<file path="config.mk">
export PLATFORM = sky130hd
export DESIGN_NAME = dtpwm_chan
export DESIGN_NICKNAME = d
export VERILOG_FILES = /design/src/rtl/dtpwm_chan.sv
export SDC_FILE = /design/constraint.sdc
export NUM_CORES = 1
export LEC_CHECK = 0
export BUFFER_PORTS_ARGS = -buffer_cell sky130_fd_sc_hd__buf_2
export CAP_MARGIN = 5
export CORE_ASPECT_RATIO = 2
export CORE_MARGIN = 4
export CORE_UTILIZATION = 28
export CTS_BUF_LIST = sky130_fd_sc_hd__clkbuf_16
export DETAILED_ROUTE_END_ITERATION = 16
export PLACE_DENSITY = 0.47
export SLEW_MARGIN = 20
export SYNTH_ARGS = -nofsm -noshare
export SYNTH_HDL_FRONTEND = slang
export SYNTH_SLANG_ARGS = --single-unit
</file>
<file path="constraint.sdc">
create_clock -name clk -period 9.7 [get_ports clk]
set_input_delay 1.455 -clock clk [delete_from_list [all_inputs] [get_ports clk]]
set_output_delay 1.455 -clock clk [all_outputs]
set_load 0.05 [all_outputs]
</file>
<file path="src/rtl/dtpwm_chan.sv">
module dtpwm_chan #(
  parameter int CW  = 16,
  parameter int PSW = 4
) (
  input  logic            clk,
  input  logic            rst_n,
  input  logic            wr_en,
  input  logic [2:0]      wr_sel,
  input  logic [2*CW-1:0] wr_data,
  output logic            pwm_hi,
  output logic            pwm_lo,
  output logic            running,
  output logic            period_end
);
  localparam int MW  = 6 + PSW;
  localparam int PCW = (1 << PSW) - 1;
  localparam logic [2:0] SEL_MODE = 3'd0, SEL_PRD = 3'd1, SEL_DTY = 3'd2,
                         SEL_DT = 3'd3, SEL_ON = 3'd4, SEL_OFF = 3'd5;

  logic [MW-1:0]  mode_q;
  logic [CW-1:0]  prd_a, dty_a, dth_a, dtl_a;
  logic [CW-1:0]  prd_s, dty_s, dth_s, dtl_s;
  logic [CW-1:0]  cnt, dcnt, dt_new;
  logic [PCW-1:0] pre_cnt, pre_mask;
  logic run, dis_pend, down, raw_d;
  logic tick, last_up, bnd, mid, stop, raw, chg, dt_ok, hi_act, lo_act;
  logic wr_on, wr_off;

  wire           m_ctr  = mode_q[0];
  wire           m_pol  = mode_q[1];
  wire           m_dte  = mode_q[2];
  wire           m_invh = mode_q[3];
  wire           m_invl = mode_q[4];
  wire           m_mid  = mode_q[5];
  wire [PSW-1:0] m_psc  = mode_q[6 +: PSW];

  assign wr_on    = wr_en && (wr_sel == SEL_ON);
  assign wr_off   = wr_en && (wr_sel == SEL_OFF);
  assign pre_mask = {PCW{1'b1}} >> (PCW - int'(m_psc));
  assign tick     = run && ((pre_cnt & pre_mask) == pre_mask);
  assign last_up  = (cnt == prd_a - 1'b1);
  assign bnd      = tick && (m_ctr ? (down && cnt == CW'(1)) : last_up);
  assign mid      = tick && m_ctr && m_mid && !down && last_up;
  assign stop     = bnd && (dis_pend || wr_off);

  always_ff @(posedge clk or negedge rst_n) begin
    if (!rst_n) begin
      run      <= 1'b0;
      dis_pend <= 1'b0;
    end else if (wr_on) begin
      run      <= 1'b1;
      dis_pend <= 1'b0;
    end else if (stop) begin
      run      <= 1'b0;
      dis_pend <= 1'b0;
    end else if (wr_off && run) begin
      dis_pend <= 1'b1;
    end
  end

  always_ff @(posedge clk or negedge rst_n) begin
    if (!rst_n) begin
      mode_q <= '0;
      prd_a  <= CW'(1);
      prd_s  <= CW'(1);
      dty_a  <= '0;
      dty_s  <= '0;
      dth_a  <= '0;
      dth_s  <= '0;
      dtl_a  <= '0;
      dtl_s  <= '0;
    end else begin
      if (bnd) begin
        prd_a <= prd_s;
        dty_a <= dty_s;
        dth_a <= dth_s;
        dtl_a <= dtl_s;
      end
      if (wr_en) begin
        case (wr_sel)
          SEL_MODE: if (!run) mode_q <= {wr_data[8 +: PSW], wr_data[5:0]};
          SEL_PRD: begin
            prd_s <= wr_data[CW-1:0];
            if (!run) prd_a <= wr_data[CW-1:0];
          end
          SEL_DTY: begin
            dty_s <= wr_data[CW-1:0];
            if (!run) dty_a <= wr_data[CW-1:0];
          end
          SEL_DT: begin
            dth_s <= wr_data[CW-1:0];
            dtl_s <= wr_data[2*CW-1:CW];
            if (!run) begin
              dth_a <= wr_data[CW-1:0];
              dtl_a <= wr_data[2*CW-1:CW];
            end
          end
          default: ;
        endcase
      end
    end
  end

  always_ff @(posedge clk or negedge rst_n) begin
    if (!rst_n) begin
      cnt     <= '0;
      down    <= 1'b0;
      pre_cnt <= '0;
    end else if (!run) begin
      cnt     <= '0;
      down    <= 1'b0;
      pre_cnt <= '0;
    end else begin
      pre_cnt <= tick ? '0 : pre_cnt + 1'b1;
      if (bnd) begin
        cnt  <= '0;
        down <= 1'b0;
      end else if (tick) begin
        if (m_ctr && down) begin
          cnt <= cnt - 1'b1;
        end else begin
          cnt <= cnt + 1'b1;
          if (m_ctr && last_up) down <= 1'b1;
        end
      end
    end
  end

  assign raw    = run && ((cnt < dty_a) ^ m_pol);
  assign chg    = raw != raw_d;
  assign dt_new = raw ? dth_a : dtl_a;
  assign dt_ok  = chg ? (dt_new == '0) : (dcnt == '0);

  always_ff @(posedge clk or negedge rst_n) begin
    if (!rst_n) begin
      raw_d <= 1'b0;
      dcnt  <= '0;
    end else if (!run) begin
      raw_d <= 1'b0;
      dcnt  <= '0;
    end else begin
      raw_d <= raw;
      if (chg)
        dcnt <= (dt_new == '0) ? '0 : dt_new - 1'b1;
      else if (dcnt != '0)
        dcnt <= dcnt - 1'b1;
    end
  end

  assign hi_act     = run && (m_dte ? (raw && dt_ok) : raw);
  assign lo_act     = run && (m_dte ? (!raw && dt_ok) : !raw);
  assign pwm_hi     = hi_act ^ m_invh;
  assign pwm_lo     = lo_act ^ m_invl;
  assign running    = run;
  assign period_end = bnd || mid;
endmodule

</file>
==> insert_results.sql <==
INSERT INTO impl_metrics (metric_group, metric, value, unit) VALUES
('timing', 'finalClockSkew', '0.0168', 'ns'),
('floorplan', 'die_x', '155', 'µm'),
('synth', 'synth-edff-count', '0', ''),
('worst_hold_path', 'hold_path.class', 'register to register', ''),
('setup_path', 'crit_arrival', '6.36', 'ns'),
('grt', 'pin_count_of_the_biggest_net_entering_global_routing', '94', ''),
('finish', 'multi_input_area', '6890', 'µm²'),
('worst_hold_path', 'min_delay_path_depth', '1', ''),
('finish', 'num-nets-final', '1381', ''),
('timing', 'relSlewSlack', '27.3', '%'),
('clocking', 'numCtsBuffers', '17', ''),
('pwr', 'vdd_drop_max', '132', 'µV'),
('clocking', 'root_buffer', 'sky130_fd_sc_hd__clkbuf_16', ''),
('clocking', 'clkTransAtPathRegs', '0.07', 'ns'),
('timing', 'fin_tns_setup', '0', 'ns'),
('synth', 'netlist-cell-type-count', '71', ''),
('finish', 'mostFrequentLayoutCells', 'sky130_fd_sc_hd__dfrtp_1 (187), sky130_fd_sc_hd__nor2_1 (178), sky130_fd_sc_hd__nor3_1 (124), sky130_fd_sc_hd__nand2_1 (118), sky130_fd_sc_hd__mux2_2 (75)', ''),
('finish', 'post_route_cells_drive_above_1_share', '18.7', '%'),
('grt', 'globalRouteTotalUtil', '17.4', '%'),
('drt', 'drt_first_pass_iters', '5', ''),
('floorplan', 'floorplan.die.height', '302', 'µm'),
('place', 'gp_congestion', '0.885', ''),
('setup_path', 'timing.reg2reg.worst_path_depth', '16', ''),
('pwr', 'p_leak', '0.00568', 'µW'),
('synth', 'mappedNetlistArea', '12100', 'µm²'),
('pwr', 'fin_total_pwr', '2480', 'µW'),
('synth', 'syn_area_per_cell', '9.08', 'µm²'),
('timing', 'slew_violations', '0', ''),
('clocking', 'tritoncts', 'yes', ''),
('setup_path', 'worstPathCellList', 'ha_1 > a21oi_1 > o21ai_0 > a21o_1 > a211oi_1 > mux2i_4 > buf_4 > mux2i_1 > ha_1 > nand2_1 > or4_1 > or4_1 > o31ai_1 > mux2i_1 > o211ai_1 > nand2_1 > buf_2', ''),
('synth', 'synth_async_sr_flop_share', '100', '%'),
('synth', 'synth-seq-cells', '189', ''),
('synth', 'syn-instance-count', '1335', ''),
('synth', 'synth_top_flop_cell', 'sky130_fd_sc_hd__dfrtp_1', ''),
('synth', 'yosys_warnings', '0', ''),
('finish', 'n_fill_cell', '4414', ''),
('setup_path', 'cp-end-kind', 'output port', ''),
('timing', 'timing_worst_slew_pin_value', '1.09', 'ns'),
('synth', 'yosys.area_share.adder', '2.27', '%'),
('place', 'placement.io_buffers', '41', ''),
('place', 'hpwlAfterDp', '29000', 'µm'),
('drt', 'postRouteWirelength', '40400', 'µm'),
('finish', 'area.growth.synth_to_final', '10.2', '%'),
('drt', 'route.detailed.wl_per_inst', '21.5', 'µm'),
('clocking', 'cts.htree.levels', '4', ''),
('grt', 'antenna_found_initial', '1', ''),
('synth', 'synth_nets', '1395', ''),
('setup_path', 'timing_worst_setup_path_type', 'register to output port', ''),
('finish', 'antennaDiodeCount', '0', ''),
('setup_path', 'cpPeakStageDelay', '0.64', 'ns'),
('synth', 'post_synthesis_compound_gate_area_fraction', '18.1', '%'),
('job', 'timing.max_cap.violations', '0', ''),
('drt', 'count_of_vias_placed_by_the_detailed_router', '10000', ''),
('floorplan', 'top_level_ports', '42', ''),
('grt', 'first_global_vias', '10400', ''),
('synth', 'main_combinational_cell_family_by_area_after_synthesis', 'simple AND/OR/NAND/NOR gates', ''),
('floorplan', 'floorplan.core_area', '42700', 'µm²'),
('setup_path', 'critPathRequiredTime', '8.25', 'ns'),
('setup_path', 'family_with_the_most_delay_on_the_worst_path', 'compound AO/OA/AOI/OAI gates', ''),
('timing', 'layout_worst_path_cycle_share', '80.6', '%'),
('timing', 'grt_setup_unrepaired', 'false', ''),
('timing', 'fmax', '0.128', 'GHz'),
('floorplan', 'floorplan_die_area', '46900', 'µm²'),
('synth', 'muxShareOfSynthArea', '7.63', '%'),
('outcome', 'status', 'completed', ''),
('drt', 'post-route-drc-count', '0', ''),
('drt', 'drt.antenna.violating_nets', '0', ''),
('clocking', 'post_cts_resize_count', '0', ''),
('clocking', 'count_of_hold_buffers_inserted_by_post_cts_repair', '0', ''),
('timing', 'final_hold_viol_count', '0', ''),
('clocking', 'cts.repair_timing.setup_buffer_count', '0', '');
-- cell usage after synthesis, types with 11 or more instances --
library cell | n | area, µm²
sky130_fd_sc_hd__inv_1 | 29 | 109
sky130_fd_sc_hd__a31oi_1 | 11 | 68.8
sky130_fd_sc_hd__nor3_1 | 124 | 621
sky130_fd_sc_hd__ha_1 | 22 | 275
sky130_fd_sc_hd__nand2_1 | 118 | 443
sky130_fd_sc_hd__o31a_1 | 49 | 429
sky130_fd_sc_hd__xnor2_1 | 42 | 368
sky130_fd_sc_hd__clkbuf_1 | 71 | 267
sky130_fd_sc_hd__o211a_1 | 17 | 170
sky130_fd_sc_hd__o211ai_1 | 15 | 113
sky130_fd_sc_hd__dfrtp_1 | 187 | 4680
sky130_fd_sc_hd__nor4_1 | 13 | 81.3
sky130_fd_sc_hd__or3_1 | 30 | 188
sky130_fd_sc_hd__a21oi_1 | 59 | 295
sky130_fd_sc_hd__o21ai_0 | 14 | 70.1
sky130_fd_sc_hd__nand3_1 | 26 | 130
sky130_fd_sc_hd__nor2_1 | 180 | 676
sky130_fd_sc_hd__a211oi_2 | 49 | 613
sky130_fd_sc_hd__mux2_2 | 75 | 845
sky130_fd_sc_hd__xor2_1 | 38 | 333
-- cell type report --
cell class | instances | share of cell area, %
Inverter | 29 | 0.815
Timing Repair Buffer | 64 | 2.90
Clock buffer | 17 | 3.19
Tap cell | 545 | 5.11
Clock inverter | 15 | 0.937
Multi-Input combinational cell | 1020 | 51.6
Sequential cell | 189 | 35.4
-- logic make-up (layout without fill, tap and decap cells) --
family	count (synthesis)	in the layout
compound gates	269	269
xor+xnor	80	80
fa+ha+maj	22	22
buf+inv	126	125
flops	189	189
mux	83	83
simple gates	566	566
-- per-layer routing --
| metal | global-route usage (%) | vias to the layer above | share of wire, % | wire, µm |
|---|---|---|---|---|
| li1 | - | 4778 | - | - |
| met1 | 17.3 | 4940 | 35 | 14100 |
| met2 | 33.8 | 201 | 56 | 22800 |
| met3 | 2.36 | 79 | 2.4 | 969 |
| met4 | 10.0 | 2 | 6.2 | 2490 |
| met5 | 0 | - | 0.017 | 7 |
-- sequential cells by signal, summed over array words and instances (netlist names) --
signal,cells
dcnt,16
mode_q,10
dtl_s,16
prd_a,16
dty_a,16
dis_pend,1
cnt,16
running,1
dty_s,16
dtl_a,16
dth_s,16
pre_cnt,15
prd_s,16
down,1
dth_a,16
raw_d,1
-- metrics by stage --
| step | area (µm²) | std cells | hold slack, ns | setup WS (ns) |
|---|---|---|---|---|
| finish | 13400 | 1879 | 0.510 | 1.88 |
| CTS | 13300 | 1879 | 0.516 | 1.87 |
| floorplan | 12100 | 1335 | 0.474 | 3.24 |
| global route | 13400 | 1879 | 0.537 | 1.44 |
| global placement | 12800 | 1847 | 0.497 | 2.47 |
| detailed placement | 12800 | 1847 | 0.498 | 2.39 |
-- where the power goes --
part | leakage [µW] | switching (µW) | internal [µW]
sequential | 0.00247 | 123 | 894
clock | 0.000278 | 343 | 355
combinational | 0.00293 | 452 | 308
total | 0.00568 | 918 | 1560
-- worst paths after layout --
check	start	end	slack [ns]
max	cnt[5]$_DFFE_PN0P_	pwm_lo	1.88
min	prd_s[1]$_DFFE_PN0P_	prd_s[1]$_DFFE_PN0P_	0.51
max reg2reg	cnt[5]$_DFFE_PN0P_	dcnt[0]$_DFFE_PN0P_	3.86
min reg2reg	prd_s[1]$_DFFE_PN0P_	prd_s[1]$_DFFE_PN0P_	0.51
max in group asynchronous	rst_n	dcnt[8]$_DFFE_PN0P_	7.34
min in group asynchronous	rst_n	prd_s[5]$_DFFE_PN0P_	1.02
Power figures use the tool's default switching activity.
